File: src/rtl/bus_clear_pkg.sv
package bus_clear_pkg;

    typedef enum logic [2:0] {
        ST_IDLE = 3'd0,
        ST_NACK = 3'd1,
        ST_LOW  = 3'd2,
        ST_HIGH = 3'd3,
        ST_STOP = 3'd4
    } bc_state_e;

endpackage

File: src/rtl/bus_clear_phase_timer.sv
module bus_clear_phase_timer #(
    parameter int unsigned PHASE_CYC = 5000
) (
    input  logic clk_i,
    input  logic rst_ni,
    input  logic run_i,
    output logic last_o
);
    localparam int unsigned CW = (PHASE_CYC > 1) ? $clog2(PHASE_CYC) : 1;
    localparam logic [CW-1:0] LAST_VAL = CW'(PHASE_CYC - 1);

    logic [CW-1:0] cnt_q;

    assign last_o = run_i && (cnt_q == LAST_VAL);

    always_ff @(posedge clk_i or negedge rst_ni) begin
        if (!rst_ni) begin
            cnt_q <= '0;
        end else if (!run_i || last_o) begin
            cnt_q <= '0;
        end else begin
            cnt_q <= cnt_q + 1'b1;
        end
    end
endmodule

File: src/rtl/bus_clear_pulse_counter.sv
module bus_clear_pulse_counter #(
    parameter int unsigned PULSE_COUNT = 9
) (
    input  logic clk_i,
    input  logic rst_ni,
    input  logic clear_i,
    input  logic step_i,
    output logic final_o
);
    localparam int unsigned PW = (PULSE_COUNT > 1) ? $clog2(PULSE_COUNT) : 1;
    localparam logic [PW-1:0] FINAL_VAL = PW'(PULSE_COUNT - 1);

    logic [PW-1:0] done_q;

    assign final_o = (done_q == FINAL_VAL);

    always_ff @(posedge clk_i or negedge rst_ni) begin
        if (!rst_ni) begin
            done_q <= '0;
        end else if (clear_i) begin
            done_q <= '0;
        end else if (step_i) begin
            done_q <= done_q + 1'b1;
        end
    end
endmodule

File: src/rtl/bus_clear_seq.sv
module bus_clear_seq
    import bus_clear_pkg::*;
#(
    parameter int unsigned CYC_PER_US  = 250,
    parameter int unsigned PHASE_US    = 20,
    parameter int unsigned PULSE_COUNT = 9
) (
    input  logic clk_i,
    input  logic rst_ni,
    input  logic start_i,
    input  logic scl_pin_en_i,
    output logic scl_oe_o,
    output logic nack_req_o,
    output logic stop_req_o,
    output logic busy_o,
    output logic done_o
);
    localparam int unsigned PHASE_CYC = CYC_PER_US * PHASE_US;

    bc_state_e state_q, state_d;
    logic      pin_q;
    logic      phase_last;
    logic      pulse_final;
    logic      timing;
    logic      accept;

    assign accept = (state_q == ST_IDLE) && start_i;
    assign timing = (state_q == ST_LOW) || (state_q == ST_HIGH);

    bus_clear_phase_timer #(
        .PHASE_CYC (PHASE_CYC)
    ) u_timer (
        .clk_i  (clk_i),
        .rst_ni (rst_ni),
        .run_i  (timing),
        .last_o (phase_last)
    );

    bus_clear_pulse_counter #(
        .PULSE_COUNT (PULSE_COUNT)
    ) u_pulses (
        .clk_i   (clk_i),
        .rst_ni  (rst_ni),
        .clear_i (state_q == ST_NACK),
        .step_i  ((state_q == ST_HIGH) && phase_last),
        .final_o (pulse_final)
    );

    // Next-state logic
    always_comb begin
        state_d = state_q;
        unique case (state_q)
            ST_IDLE: if (start_i)    state_d = ST_NACK;
            ST_NACK: state_d = pin_q ? ST_LOW : ST_STOP;
            ST_LOW:  if (phase_last) state_d = ST_HIGH;
            ST_HIGH: if (phase_last) state_d = pulse_final ? ST_STOP : ST_LOW;
            ST_STOP: state_d = ST_IDLE;
            default: state_d = ST_IDLE;
        endcase
    end

    // State register and pin-enable capture
    always_ff @(posedge clk_i or negedge rst_ni) begin
        if (!rst_ni) begin
            state_q <= ST_IDLE;
            pin_q   <= 1'b0;
        end else begin
            state_q <= state_d;
            if (accept) pin_q <= scl_pin_en_i;
        end
    end

    // Moore outputs
    always_comb begin
        scl_oe_o   = 1'b0;
        nack_req_o = 1'b0;
        stop_req_o = 1'b0;
        busy_o     = 1'b1;
        done_o     = 1'b0;
        unique case (state_q)
            ST_IDLE: busy_o     = 1'b0;
            ST_NACK: nack_req_o = 1'b1;
            ST_LOW:  scl_oe_o   = 1'b1;
            ST_HIGH: ;
            ST_STOP: begin
                stop_req_o = 1'b1;
                done_o     = 1'b1;
            end
            default: busy_o = 1'b0;
        endcase
    end
endmodule

File: config.mk
export PLATFORM = sky130hd
export DESIGN_NAME = bus_clear_seq
export DESIGN_NICKNAME = d
export VERILOG_FILES = /design/src/rtl/bus_clear_pkg.sv /design/src/rtl/bus_clear_phase_timer.sv /design/src/rtl/bus_clear_pulse_counter.sv /design/src/rtl/bus_clear_seq.sv
export SDC_FILE = /design/constraint.sdc
export NUM_CORES = 1
export LEC_CHECK = 0
export BUFFER_PORTS_ARGS = -buffer_cell sky130_fd_sc_hd__buf_2
export CAP_MARGIN = 20
export CORE_ASPECT_RATIO = 1.1
export CORE_MARGIN = 2
export CORE_UTILIZATION = 28
export DETAILED_ROUTE_END_ITERATION = 12
export PLACE_DENSITY = 0.42
export SYNTH_ARGS = -nofsm -noshare
export SYNTH_HDL_FRONTEND = slang
export SYNTH_HIERARCHICAL = 1
export SYNTH_SLANG_ARGS = --single-unit
File: constraint.sdc
create_clock -name clk_i -period 5.7 [get_ports clk_i]
set_clock_uncertainty 0.2 [all_clocks]
set_input_delay 0.57 -clock clk_i [delete_from_list [all_inputs] [get_ports clk_i]]
set_output_delay 0.57 -clock clk_i [all_outputs]
set_load 0.01 [all_outputs]
# Word level (Yosys, flattened, before mapping)

Index checks and enable logic that the tools add are counted.

Output and inout port bits: 5
Register bits: 21
Input port bits: 4

Reduce and logical (&&, ||, !) cells: 10
Add/sub/neg operators: 2
Mux-type cells: 13
Eq/ne operators: 9

Operators with widths:

| cell                  | count |
|---|---|
| $mux 3                | 5 |
| $add 13x1->13 const B | 1 |
| $eq 13x13->1 const B  | 1 |
| $mux 13               | 1 |
| $pmux 3 s4            | 1 |
| $mux 4                | 2 |
| $eq 3x2->1 const B    | 2 |
| $ne 2x2->1 const B    | 3 |
| $add 4x1->4 const B   | 1 |
| $eq 4x4->1 const B    | 1 |
| $mux 1                | 4 |
| $reduce_or 4->1       | 1 |
| $eq 3x1->1 const B    | 1 |
| $eq 3x3->1 const B    | 1 |
| $logic_and 1x1->1     | 3 |
| $logic_not 3->1       | 1 |
| $reduce_and 3->1      | 1 |
| $logic_or 1x1->1      | 2 |
| $reduce_bool 2->1     | 1 |
| $logic_not 1->1       | 1 |

# Longest topological paths before layout

Word-level depth: 6
Mapped depth: 8
Mapped depth without buffers: 8

# By module

Netlist, hierarchy kept.

Modules (own cells, without submodules):

| module                  | cells an instance | instances | area an instance (µm²) | sequential area each (µm²) |
|---|---|---|---|---|
| bus_clear_phase_timer   | 65                | 1         | 666.9                  | 325.3 |
| bus_clear_seq           | 28                | 1         | 264.0                  | 100.1 |
| bus_clear_pulse_counter | 21                | 1         | 220.2                  | 100.1 |

# Worst setup path before layout

Ideal clock, no wire load.

Path kind: register to register
Start point: register u_timer.cnt_q[3]
End point: register u_pulses.done_q[3]
Cell stages (with the launch flop): 8
Library setup time: 0.125 ns
Arrival: 2.153 ns
Period minus slack after synthesis: 2.478 ns
Setup slack: 3.222 ns
Required time: 5.375 ns
Cells stage by stage: dfrtp_1 -> or4b_4 -> nor4_1 -> and2_1 -> nand2_1 -> nor2_1 -> nand4_1 -> mux2_4

Longest elaborated chain between the ends: 4

RTL lines:

| what                        | line                          | source |
|---|---|---|
| from (decl)                 | bus_clear_phase_timer.sv:12   | `logic [CW-1:0] cnt_q;` |
| from (signal assigned)      | bus_clear_phase_timer.sv:22   | `cnt_q <= cnt_q + 1'b1;` |
| $eq 13x13->1                | bus_clear_phase_timer.sv:14   | `assign last_o = run_i && (cnt_q == LAST_VAL);` |
| $logic_and 1x1->1           | bus_clear_phase_timer.sv:14   |  |
| via phase_last              | bus_clear_seq.sv:22           | `logic phase_last;` |
| $logic_and 1x1->1           | bus_clear_seq.sv:45           | `.step_i ((state_q == ST_HIGH) && phase_last),` |
| $reduce_bool 2->1 (no line) | --                            |  |
| to (signal assigned)        | bus_clear_pulse_counter.sv:23 | `done_q <= done_q + 1'b1;` |
| to (decl)                   | bus_clear_pulse_counter.sv:13 | `logic [PW-1:0] done_q;` |

The timed path passes the listed nets, and every way through them passes these cells.
A chain may end at the register's enable or synchronous reset.

# Final worst setup path

Ends and elaborated chain as after synthesis.

==> reports/metrics.cfg <==
[timing]
drv_slew = 0
tns_ps = 0
period_minus_slack_ps = 2670
hold_violations = 0
period_share = 0.468
slew_headroom = 0.510
tightest_slew_ps = 733
timing.fmax_mhz = 375
fin_ws_ps = 3030
setup_violations = 0
rsz0062_at_grt = no

[synth]
synth_area_sq_um = 1150
syn_area_per_cell_sq_um = 10.1
yosysSeqAreaShare = 0.457
synth_top_family_by_area = simple AND/OR/NAND/NOR gates
syn_inst = 114
ys_seq_elements = 21
synth_compound_area_frac = 0.138
synth_edf_count = 0
syn_nets = 121
synthXorXnorAreaFrac = 0.0380
yosys_most_used_dff = dfrtp_1
synthSimpleGateAreaFrac = 0.258
synth.area.mux_share = 0.0348
synth_fa_ha_area_frac = 0.0326
synth_cell_types = 32
yosysWarnings = 6
synth_async_sr_flop_share = 1.00

[power]
switchingPower_uw = 157
irDropWorstVdd_mv = 0.0897
power_density_nw_per_um2 = 343
p_clk_frac = 0.229
p_int_uw = 279
seqPwrFrac = 0.461
leakagePower_uw = 0.000531
swShare = 0.360
combPwrFrac = 0.310

[cells_and_area]
final.fill_count = 424
nets = 131
n_antenna_cell = 0
syn_to_final_growth_pct = 10.4
drive_gt1_frac = 0.146

[floorplan]
start_util = 0.290
num_rows = 24
fp.dieW_microns = 65.1
core_sq_um = 3960
die_height_microns = 71.2
dieArea_sq_um = 4640
io_pins = 9

[clock_tree]
cts_tree = done
ctsHoldBuffers = 0
cts.path.max_buffers = 2
postCtsSetupRepairBufs = 0
cts_sinks = 21
clk_pin_slew_ps = 80
cts_repair_resize_count = 0
htree_levels = 1
clock_latency_ps = 260
root_buffer = clkbuf_8
cts_buffers = 3

[global_routing]
first_global_vias = 810
grt_pass1_wl_microns = 3880
grt_max_degree = 22
overflow = 0
grt_usage = 0.107
antenna_found_initial = 0

[route]
drc_errors = 0
wl_microns = 2200
wire_per_inst_microns = 12.6
first_pass_iters = 4
detail-route-antenna-nets = 0
drt-initial-drc-count = 45
num_vias = 849
post_drt_via_cell_ratio = 4.85

[critical_path]
crit_chain = or4b_4, nor4_1, and2_1, nand2_1, nor2_1, nand4_1, mux2_4
cp-end-kind = register
critical_path.top_delay_family = simple AND/OR/NAND/NOR gates
cp-start-kind = register
slowest_stage = or4b_4
worstSetupPathType = register to register
path_max_fanout = 5
path_buf_inv = 0
slowest_delay_ps = 570
arrival_ps = 2620
required_ps = 5650

[placement]
io_buffers = 8
pre_cts_ws_ps = 3040
dp_hpwl_microns = 1560
gp_congestion = 0.739

[hold_path]
hold_class = input pin to asynchronous set/reset pin

[job]
max_cap_violations = 0

[outcome]
status = completed

[path summary, 6_finish.rpt]
kind / startpoint / to / slack [ps] / cells after the start
max: u_timer/cnt_q[3] / u_pulses/done_q[3] / 3030 / 7
min: rst_ni / u_timer/cnt_q[10] / 60 / 1
max reg2reg: u_timer/cnt_q[3] / u_pulses/done_q[3] / 3030 / 7
min reg2reg: u_timer/cnt_q[0] / u_timer/cnt_q[0] / 300 / 1
max in group asynchronous: rst_ni / u_pulses/done_q[0] / 4910 / 1
min in group clk_i: u_timer/cnt_q[0] / u_timer/cnt_q[0] / 300 / 1
[synth_stat cells (2+ instances only)]
master,number,area share
a21oi_1,9,0.039
nand2_1,6,0.020
nand2b_1,3,0.016
nor2b_1,3,0.016
nor2_1,13,0.042
or4_1,4,0.026
or3_1,4,0.022
and2_1,3,0.016
ha_1,3,0.033
buf_6,2,0.020
xnor2_1,3,0.023
o31ai_1,4,0.026
dfrtp_1,21,0.46
xor2_1,2,0.015
a211oi_1,2,0.013
inv_1,5,0.016
o21ai_0,4,0.017
mux2_4,2,0.026
nand3_1,5,0.022
nand4_1,4,0.022
[state kept, by name (all words and copies together) (netlist names)]
signal           flops
pin_q                1
state_q              3
u_timer/cnt_q       13
u_pulses/done_q      4
[cell type report]
| class | instances | area (sq um) | share of cell area |
|---|---|---|---|
| tap | 52 | 65.1 | 0.0512 |
| sequential | 21 | 526 | 0.413 |
| multi-input combinational | 85 | 577 | 0.454 |
| timing repair buffer | 8 | 40.0 | 0.0315 |
| inverter | 5 | 18.8 | 0.0148 |
| clock buffer | 4 | 45.0 | 0.0354 |
[per-stage QoR]
stage                     hold slack, ps  instance area (sq um)  power, uW  utilization  instances
after detailed placement             287                   1230        342        0.309        171
after global routing                 109                   1270        470        0.321        175
after CTS                           79.5                   1270        444        0.321        175
after global placement               280                   1230        341        0.309        171
after floorplan                     74.4                   1150        315            -        114
final                               59.6                   1270        436        0.321        175
[power by group through the flow]
stage          registers, uW  clock network (uW)  logic, uW
6_report                 201                99.8        135
5_1_grt                  207                 109        154
4_1_cts                  201                 105        138
3_5_place_dp             204                   0        138
3_3_place_gp             205                   0        137
2_1_floorplan            190                   0        126
[layer usage]
metal	vias up	share of wire	GRT usage
li1	427	-	-
met1	408	0.51	0.148
met2	10	0.46	0.167
met3	4	0.024	0.0188
met4	0	0.015	0.0417
met5	-	0	0
[placed cells by master, fill, tap and decap left out]
master	synthesis	routed
clkbuf_8	0	3
and2_1	3	3
ha_1	3	3
xor2_1	2	2
nand2_1	6	6
dfrtp_1	21	21
o31ai_1	4	4
o21ai_1	1	1
nand3_1	5	5
mux2i_1	1	1
or4_1	4	4
nor2b_1	3	3
xnor2_1	3	3
or3_1	4	4
nor2b_4	1	1
clkbuf_1	0	1
nand4_1	4	4
a21bo_2	1	1
or4b_4	1	1
a211oi_1	2	2
o21ai_0	4	4
mux2_4	2	2
a21oi_1	9	9
nor4_1	1	1
buf_2	0	8
nand2b_1	3	3
o41ai_4	1	1
nand3b_1	1	1
a31oi_1	1	1
or4b_1	1	1
nor2_1	13	13
nor3b_2	1	1
inv_1	5	5
[cells by family (layout without fill, tap and decap cells)]
logic type,after synthesis,in the layout
adders and majority gates,3,3
AOI/OAI and AO/OA,23,23
DFF,21,21
buffers and inverters,8,17
and+or+nand+nor,51,51
muxes,3,3
xor gates and xnor gates,5,5
Note: power is estimated with default switching activity, not from simulation.
